File: config.mk
export PLATFORM = sky130hd
export DESIGN_NAME = axwr_router
export DESIGN_NICKNAME = d
export VERILOG_FILES = /design/src/rtl/axwr_pkg.sv /design/src/rtl/axwr_fifo.sv /design/src/rtl/axwr_aw_slot.sv /design/src/rtl/axwr_b_ret.sv /design/src/rtl/axwr_router.sv
export SDC_FILE = /design/constraint.sdc
export NUM_CORES = 1
export LEC_CHECK = 0
export ABC_AREA = 1
export BUFFER_PORTS_ARGS = -buffer_cell sky130_fd_sc_hd__buf_2
export CAP_MARGIN = 10
export CORE_AREA = 2 2 149 151
export CTS_CLUSTER_SIZE = 28
export DETAILED_ROUTE_END_ITERATION = 6
export DIE_AREA = 0 0 151 153
export GPL_ROUTABILITY_DRIVEN = 0
export PLACE_DENSITY = 0.63
export SLEW_MARGIN = 10
export SYNTH_ARGS = -nofsm -noshare
export SYNTH_HDL_FRONTEND = slang
export SYNTH_HIERARCHICAL = 1
export SYNTH_SLANG_ARGS = --single-unit
File: constraint.sdc
create_clock -name clk -period 3.3 [get_ports clk]
set_input_delay 0 -clock clk [delete_from_list [all_inputs] [get_ports clk]]
set_output_delay 0 -clock clk [all_outputs]
set_load 0.01 [all_outputs]
File: src/rtl/axwr_pkg.sv
package axwr_pkg;
    localparam int NM = 2;
    localparam int NS = 2;

    typedef enum logic {
        AW_IDLE,
        AW_OFFER
    } aw_state_e;

    typedef enum logic {
        B_PICK,
        B_HOLD
    } b_state_e;
endpackage

File: src/rtl/axwr_fifo.sv
module axwr_fifo #(
    parameter int WIDTH = 1,
    parameter int DEPTH = 4
) (
    input  logic             clk,
    input  logic             rst_n,
    input  logic             push,
    input  logic [WIDTH-1:0] din,
    input  logic             pop,
    output logic [WIDTH-1:0] head,
    output logic             full,
    output logic             empty
);
    localparam int PW = (DEPTH > 1) ? $clog2(DEPTH) : 1;
    localparam int CW = $clog2(DEPTH + 1);
    localparam logic [PW-1:0] LAST = PW'(DEPTH - 1);

    logic [WIDTH-1:0] mem [DEPTH];
    logic [PW-1:0]    wp, rp;
    logic [CW-1:0]    cnt;

    always_ff @(posedge clk) begin
        if (push) mem[wp] <= din;
    end

    always_ff @(posedge clk) begin
        if (!rst_n) begin
            wp  <= '0;
            rp  <= '0;
            cnt <= '0;
        end else begin
            if (push) wp <= (wp == LAST) ? '0 : wp + 1'b1;
            if (pop)  rp <= (rp == LAST) ? '0 : rp + 1'b1;
            if (push && !pop)      cnt <= cnt + 1'b1;
            else if (!push && pop) cnt <= cnt - 1'b1;
        end
    end

    assign head  = mem[rp];
    assign full  = (cnt == CW'(DEPTH));
    assign empty = (cnt == '0);

    AST_NO_OVERFLOW: assert property (@(posedge clk) disable iff (!rst_n)
        push |-> (!full || pop));
    AST_NO_UNDERFLOW: assert property (@(posedge clk) disable iff (!rst_n)
        pop |-> !empty);
endmodule

File: src/rtl/axwr_aw_slot.sv
module axwr_aw_slot import axwr_pkg::*; (
    input  logic          clk,
    input  logic          rst_n,
    input  logic [NM-1:0] req,
    input  logic          s_awready,
    output logic          s_awvalid,
    output logic          gnt,
    output logic          fire
);
    aw_state_e state, state_nxt;
    logic      ptr;
    logic      pick;

    assign pick = req[ptr] ? ptr : ~ptr;

    always_comb begin
        state_nxt = state;
        unique case (state)
            AW_IDLE:  if (|req)     state_nxt = AW_OFFER;
            AW_OFFER: if (s_awready) state_nxt = AW_IDLE;
        endcase
    end

    always_ff @(posedge clk) begin
        if (!rst_n) begin
            state <= AW_IDLE;
            ptr   <= 1'b0;
            gnt   <= 1'b0;
        end else begin
            state <= state_nxt;
            if (state == AW_IDLE && |req) gnt <= pick;
            if (fire) ptr <= ~gnt;
        end
    end

    always_comb begin
        s_awvalid = (state == AW_OFFER);
        fire      = s_awvalid && s_awready;
    end

    AST_AW_HOLD: assert property (@(posedge clk) disable iff (!rst_n)
        (s_awvalid && !s_awready) |=> (s_awvalid && $stable(gnt)));
    AST_GRANT_LIVE: assert property (@(posedge clk) disable iff (!rst_n)
        s_awvalid |-> req[gnt]);
endmodule

File: src/rtl/axwr_b_ret.sv
module axwr_b_ret import axwr_pkg::*; (
    input  logic          clk,
    input  logic          rst_n,
    input  logic [NS-1:0] hit,
    input  logic          m_bready,
    output logic          m_bvalid,
    output logic          sel
);
    b_state_e state, state_nxt;
    logic     ptr;
    logic     held;
    logic     choice;

    assign choice = hit[ptr] ? ptr : (hit[~ptr] ? ~ptr : ptr);

    always_comb begin
        state_nxt = state;
        unique case (state)
            B_PICK: if (m_bvalid && !m_bready) state_nxt = B_HOLD;
            B_HOLD: if (m_bready)              state_nxt = B_PICK;
        endcase
    end

    always_ff @(posedge clk) begin
        if (!rst_n) begin
            state <= B_PICK;
            ptr   <= 1'b0;
            held  <= 1'b0;
        end else begin
            state <= state_nxt;
            if (state == B_PICK && m_bvalid && !m_bready) held <= sel;
            if (m_bvalid && m_bready) ptr <= ~sel;
        end
    end

    always_comb begin
        sel      = (state == B_HOLD) ? held : choice;
        m_bvalid = hit[sel];
    end

    AST_B_HOLD: assert property (@(posedge clk) disable iff (!rst_n)
        (m_bvalid && !m_bready) |=> (m_bvalid && $stable(sel)));
endmodule

File: src/rtl/axwr_router.sv
module axwr_router import axwr_pkg::*; #(
    parameter int ID_W    = 4,
    parameter int ADDR_W  = 32,
    parameter int DATA_W  = 32,
    parameter int LEN_W   = 8,
    parameter int DEPTH   = 4,
    parameter int SEL_BIT = 16
) (
    input  logic                   clk,
    input  logic                   rst_n,
    input  logic [NM-1:0]          m_awvalid,
    output logic [NM-1:0]          m_awready,
    input  logic [NM*ID_W-1:0]     m_awid,
    input  logic [NM*ADDR_W-1:0]   m_awaddr,
    input  logic [NM*LEN_W-1:0]    m_awlen,
    input  logic [NM*DATA_W-1:0]   m_wdata,
    input  logic [NM*DATA_W/8-1:0] m_wstrb,
    input  logic [NM-1:0]          m_wlast,
    input  logic [NM-1:0]          m_wvalid,
    output logic [NM-1:0]          m_wready,
    output logic [NM*ID_W-1:0]     m_bid,
    output logic [NM*2-1:0]        m_bresp,
    output logic [NM-1:0]          m_bvalid,
    input  logic [NM-1:0]          m_bready,
    output logic [NS-1:0]          s_awvalid,
    input  logic [NS-1:0]          s_awready,
    output logic [NS*(ID_W+1)-1:0] s_awid,
    output logic [NS*ADDR_W-1:0]   s_awaddr,
    output logic [NS*LEN_W-1:0]    s_awlen,
    output logic [NS*DATA_W-1:0]   s_wdata,
    output logic [NS*DATA_W/8-1:0] s_wstrb,
    output logic [NS-1:0]          s_wlast,
    output logic [NS-1:0]          s_wvalid,
    input  logic [NS-1:0]          s_wready,
    input  logic [NS*(ID_W+1)-1:0] s_bid,
    input  logic [NS*2-1:0]        s_bresp,
    input  logic [NS-1:0]          s_bvalid,
    output logic [NS-1:0]          s_bready
);
    localparam int XID_W    = ID_W + 1;
    localparam int STRB_W   = DATA_W / 8;
    localparam int SQ_DEPTH = NM * DEPTH;

    logic          tgt      [NM];
    logic          mq_head  [NM];
    logic          mq_full  [NM];
    logic          mq_empty [NM];
    logic          mq_push  [NM];
    logic          mq_pop   [NM];
    logic          sq_head  [NS];
    logic          sq_full  [NS];
    logic          sq_empty [NS];
    logic          sq_pop   [NS];
    logic [NM-1:0] req      [NS];
    logic          gnt      [NS];
    logic          fire     [NS];
    logic          bpre     [NS];
    logic [NS-1:0] bhit     [NM];
    logic          bsel     [NM];

    always_comb begin
        for (int m = 0; m < NM; m++) begin
            m_awready[m] = 1'b0;
            for (int s = 0; s < NS; s++)
                if (fire[s] && int'(gnt[s]) == m) m_awready[m] = 1'b1;
        end
    end

    for (genvar m = 0; m < NM; m++) begin : g_mst
        assign tgt[m]     = m_awaddr[m*ADDR_W + SEL_BIT];
        assign mq_push[m] = m_awvalid[m] && m_awready[m];
        assign mq_pop[m]  = m_wvalid[m] && m_wready[m] && m_wlast[m];

        axwr_fifo #(.WIDTH(1), .DEPTH(DEPTH)) u_route (
            .clk(clk), .rst_n(rst_n), .push(mq_push[m]), .din(tgt[m]),
            .pop(mq_pop[m]), .head(mq_head[m]), .full(mq_full[m]),
            .empty(mq_empty[m]));

        assign m_wready[m] = !mq_empty[m] && !sq_empty[mq_head[m]]
                          && int'(sq_head[mq_head[m]]) == m
                          && s_wready[mq_head[m]];

        for (genvar s = 0; s < NS; s++) begin : g_hit
            assign bhit[m][s] = s_bvalid[s] && int'(bpre[s]) == m;
        end

        axwr_b_ret u_bret (
            .clk(clk), .rst_n(rst_n), .hit(bhit[m]), .m_bready(m_bready[m]),
            .m_bvalid(m_bvalid[m]), .sel(bsel[m]));

        assign m_bid[m*ID_W +: ID_W] = s_bid[int'(bsel[m])*XID_W +: ID_W];
        assign m_bresp[m*2 +: 2]     = s_bresp[int'(bsel[m])*2 +: 2];

        AST_AWREADY_FULL: assert property (@(posedge clk) disable iff (!rst_n)
            mq_full[m] |-> !m_awready[m]);
        AST_W_AFTER_AW: assert property (@(posedge clk) disable iff (!rst_n)
            mq_empty[m] |-> !m_wready[m]);
        AST_B_PREFIX: assert property (@(posedge clk) disable iff (!rst_n)
            m_bvalid[m] |-> int'(s_bid[int'(bsel[m])*XID_W + ID_W]) == m);
    end

    for (genvar s = 0; s < NS; s++) begin : g_slv
        for (genvar m = 0; m < NM; m++) begin : g_req
            assign req[s][m] = m_awvalid[m] && int'(tgt[m]) == s
                            && !mq_full[m] && !sq_full[s];
        end

        axwr_aw_slot u_slot (
            .clk(clk), .rst_n(rst_n), .req(req[s]), .s_awready(s_awready[s]),
            .s_awvalid(s_awvalid[s]), .gnt(gnt[s]), .fire(fire[s]));

        assign s_awid[s*XID_W +: XID_W]    = {gnt[s], m_awid[int'(gnt[s])*ID_W +: ID_W]};
        assign s_awaddr[s*ADDR_W +: ADDR_W] = m_awaddr[int'(gnt[s])*ADDR_W +: ADDR_W];
        assign s_awlen[s*LEN_W +: LEN_W]    = m_awlen[int'(gnt[s])*LEN_W +: LEN_W];

        assign sq_pop[s] = s_wvalid[s] && s_wready[s] && s_wlast[s];

        axwr_fifo #(.WIDTH(1), .DEPTH(SQ_DEPTH)) u_order (
            .clk(clk), .rst_n(rst_n), .push(fire[s]), .din(gnt[s]),
            .pop(sq_pop[s]), .head(sq_head[s]), .full(sq_full[s]),
            .empty(sq_empty[s]));

        assign s_wvalid[s] = !sq_empty[s] && !mq_empty[sq_head[s]]
                          && int'(mq_head[sq_head[s]]) == s
                          && m_wvalid[sq_head[s]];
        assign s_wdata[s*DATA_W +: DATA_W] = m_wdata[int'(sq_head[s])*DATA_W +: DATA_W];
        assign s_wstrb[s*STRB_W +: STRB_W] = m_wstrb[int'(sq_head[s])*STRB_W +: STRB_W];
        assign s_wlast[s]                  = m_wlast[sq_head[s]];

        assign bpre[s]     = s_bid[s*XID_W + ID_W];
        assign s_bready[s] = m_bready[bpre[s]] && int'(bsel[bpre[s]]) == s;

        AST_W_ONE_SOURCE: assert property (@(posedge clk) disable iff (!rst_n)
            s_wvalid[s] |-> (m_wvalid[sq_head[s]] && !mq_empty[sq_head[s]]));
    end
endmodule

==> results.ini <==
[outcome]
outcome = finished, final reports clean

[floorplan]
initial_core_util = 0.292
die_w_um = 151
dieArea_sq_mm = 0.0231
rows = 54
core_sq_mm = 0.0215
die_height_um = 153
ios = 378

[routing]
first_pass_iters = 5
drc = 0
wl_per_cell_um = 13.4
ant_nets = 0
vias = 7546
drtIter0Drc = 326
viasPerCell = 4.49
wl_um = 22400

[sta]
tns_ns = 0
hold_violations = 0
finClkSkew_ns = 0.00874
fin_crit_sh = 0.824
max_freq_mhz = 368
final-setup-viol-count = 0
worst_pin_slew_ns = 0.833
fin_hold_ws_ns = 0.0766
slew-limit-headroom = 0.445
fin_crit_ns = 2.72
slew_viol_final = 0
rsz0062_at_grt = false

[yosys]
netlist_area_sq_mm = 0.00627
synth-compound-area-share = 0.198
yosysSeqAreaShare = 0.294
synthMuxAreaShare = 0
syn_inst = 1031
synth_top_family_by_area = simple AND/OR/NAND/NOR gates
synthSimpleGateAreaFrac = 0.288
synth_area_per_cell_sq_um = 6.08
synth_top_cell_by_area = dfxtp_1
synth.top_cells.by_area = dfxtp_1, nand2_1, o21ai_0
syn-num-nets = 1251
synth_fa_ha_area_frac = 0.0646
yosysTopAreaCellShare = 0.179
synth_xor_area_frac = 0.00838
synth_cell_types = 31
ys_ff_latch = 80
yosysWarnings = 6

[cells_and_area]
syn_to_final_growth_pct = 39.9
finalNonFillerCells = 1680
final_common_cell = buf_2
drive_gt1_frac = 0.313
final_nets = 1613
nFillCells = 2322
layout_common_cells = buf_2, nand2_1, o21ai_0

[clock_network]
cts_tree = done
clk_pin_slew_ns = 0.06
cts_resized = 0
root_buffer = clkbuf_16
htree_num_levels = 3
clock_sinks = 80
clk_latency_ns = 0.34
cts_made_buffers = 9
clockBufferDepth = 2

[pwr]
finalPower_w = 0.00325
power_density_mw_per_mm2 = 370
power_leakage_nw = 4.73
vdd_ir_drop_max_mv = 0.232

[placement]
io_buffers = 377
placed_cells = 1656
hpwl_um = 18900

[worst_setup_path]
cp-start-kind = flop
cp_max_fo = 8
worstSetupEndpointType = flop
critPathRequiredTime_ns = 3.54
critPathKind = flop to flop
crit_arrival_ns = 2.96

[grt]
antenna_found_initial = 2
grt_start_max_net_pins = 100
grt_pass1_vias = 6976
grt-ovfl-total = 0
grt_pass1_wl_um = 34300
track_usage = 0.189

[hold_path]
hold_path_class = primary input to flop

[job]
drv_cap = 0

[layout make-up]
class	count	area, sq um	area share
Timing Repair Buffer	389	1990	0.227
Tap cell	280	350	0.0399
Multi-Input combinational cell	719	3510	0.400
Clock inverter	7	118	0.0134
Antenna cell	2	5.00	0.000570
Inverter	194	728	0.0830
Clock buffer	9	225	0.0257
Sequential cell	80	1840	0.210
[critical path, stage by stage, from the launching register on]
cell and delay [ns]:
dfxtp_1 0.41, nor2_1 0.07, nor2_1 0.08, o21ai_0 0.08, nand2_1 0.06, nand2_1 0.05, nand2_2 0.17, inv_1 0.08
nand2_1 0.06, nand2_1 0.06, nor2_1 0.08, nand2_1 0.07, nor2_1 0.15, inv_1 0.12, ha_1 0.21, inv_1 0.13
ha_1 0.27, or2_1 0.23, nand3_1 0.08, nand3_1 0.07, nand2_1 0.06, inv_1 0.03
[per-stage QoR]
| stage | setup WS (ns) | cell area (sq um) | util |
|---|---|---|---|
| global placement | 0.597 | 8370 | 0.389 |
| floorplan | 0.714 | 6270 | - |
| CTS | 0.566 | 8770 | 0.408 |
| finish | 0.580 | 8780 | 0.408 |
| global route | 0.178 | 8780 | 0.408 |
| detailed placement | 0.575 | 8370 | 0.389 |
[routing by layer]
metal | vias to the layer above | part of all wire | global-route usage
li1 | 3955 | - | -
met1 | 3276 | 0.37 | 0.190
met2 | 280 | 0.52 | 0.361
met3 | 35 | 0.083 | 0.0475
met4 | 0 | 0.034 | 0.0814
met5 | - | 0 | 0
[power by group]
group / internal [W] / leakage (nW) / total, W / switching (W)
logic: 0.000401 / 3.90 / 0.00103 / 0.000630
clock network: 0.000738 / 0.160 / 0.00113 / 0.000393
registers: 0.00105 / 0.665 / 0.00109 / 0.0000367
[cell families after synthesis]
| family | count (synthesis) |
|---|---|
| xor+xnor | 6 |
| buf+inv | 232 |
| compound gates | 243 |
| simple gates | 440 |
| fa+ha+maj | 30 |
| flops | 80 |
[what timing repair did]
action                    4_1_cts  5_1_grt
buffers inserted                0        0
hold buffers                    6        0
hold endpoints to repair       12        0
[Yosys cell counts]
| cell type | number |
|---|---|
| o22ai_1 | 1 |
| nor2_1 | 91 |
| nand2_2 | 10 |
| or2_1 | 2 |
| buf_4 | 5 |
| clkbuf_1 | 21 |
| nand3_2 | 2 |
| a211oi_1 | 2 |
| inv_1 | 186 |
| nor3_1 | 15 |
| nand2_4 | 2 |
| nand2_1 | 284 |
| nor3_2 | 4 |
| or2_2 | 2 |
| nor2_2 | 1 |
| a21oi_1 | 28 |
| edfxtp_1 | 24 |
| o21ai_2 | 3 |
| o21ai_0 | 204 |
| buf_2 | 9 |
| o21ai_1 | 2 |
| buf_6 | 3 |
| a21oi_2 | 3 |
| xor2_1 | 6 |
| nand3_1 | 18 |
| fa_1 | 4 |
| nor4_1 | 3 |
| ha_1 | 26 |
| nand4_1 | 6 |
| inv_2 | 8 |
| dfxtp_1 | 56 |
[path summary, 6_finish.rpt]
check,from,to,slack (ns),depth (start not counted)
worst min register to register,g_mst[0].u_bret/held$_SDFFE_PN0P_,g_mst[0].u_bret/held$_SDFFE_PN0P_,0.45,2
worst min-delay path,s_bid[4],g_mst[0].u_bret/ptr$_SDFFE_PN0P_,0.08,4
worst max register to register,flop,g_slv[0].u_order/cnt[3]$_SDFFE_PN0P_,0.58,21
worst max-delay path,flop,g_slv[0].u_order/cnt[3]$_SDFFE_PN0P_,0.58,21
(Power assumes the default switching activity.)
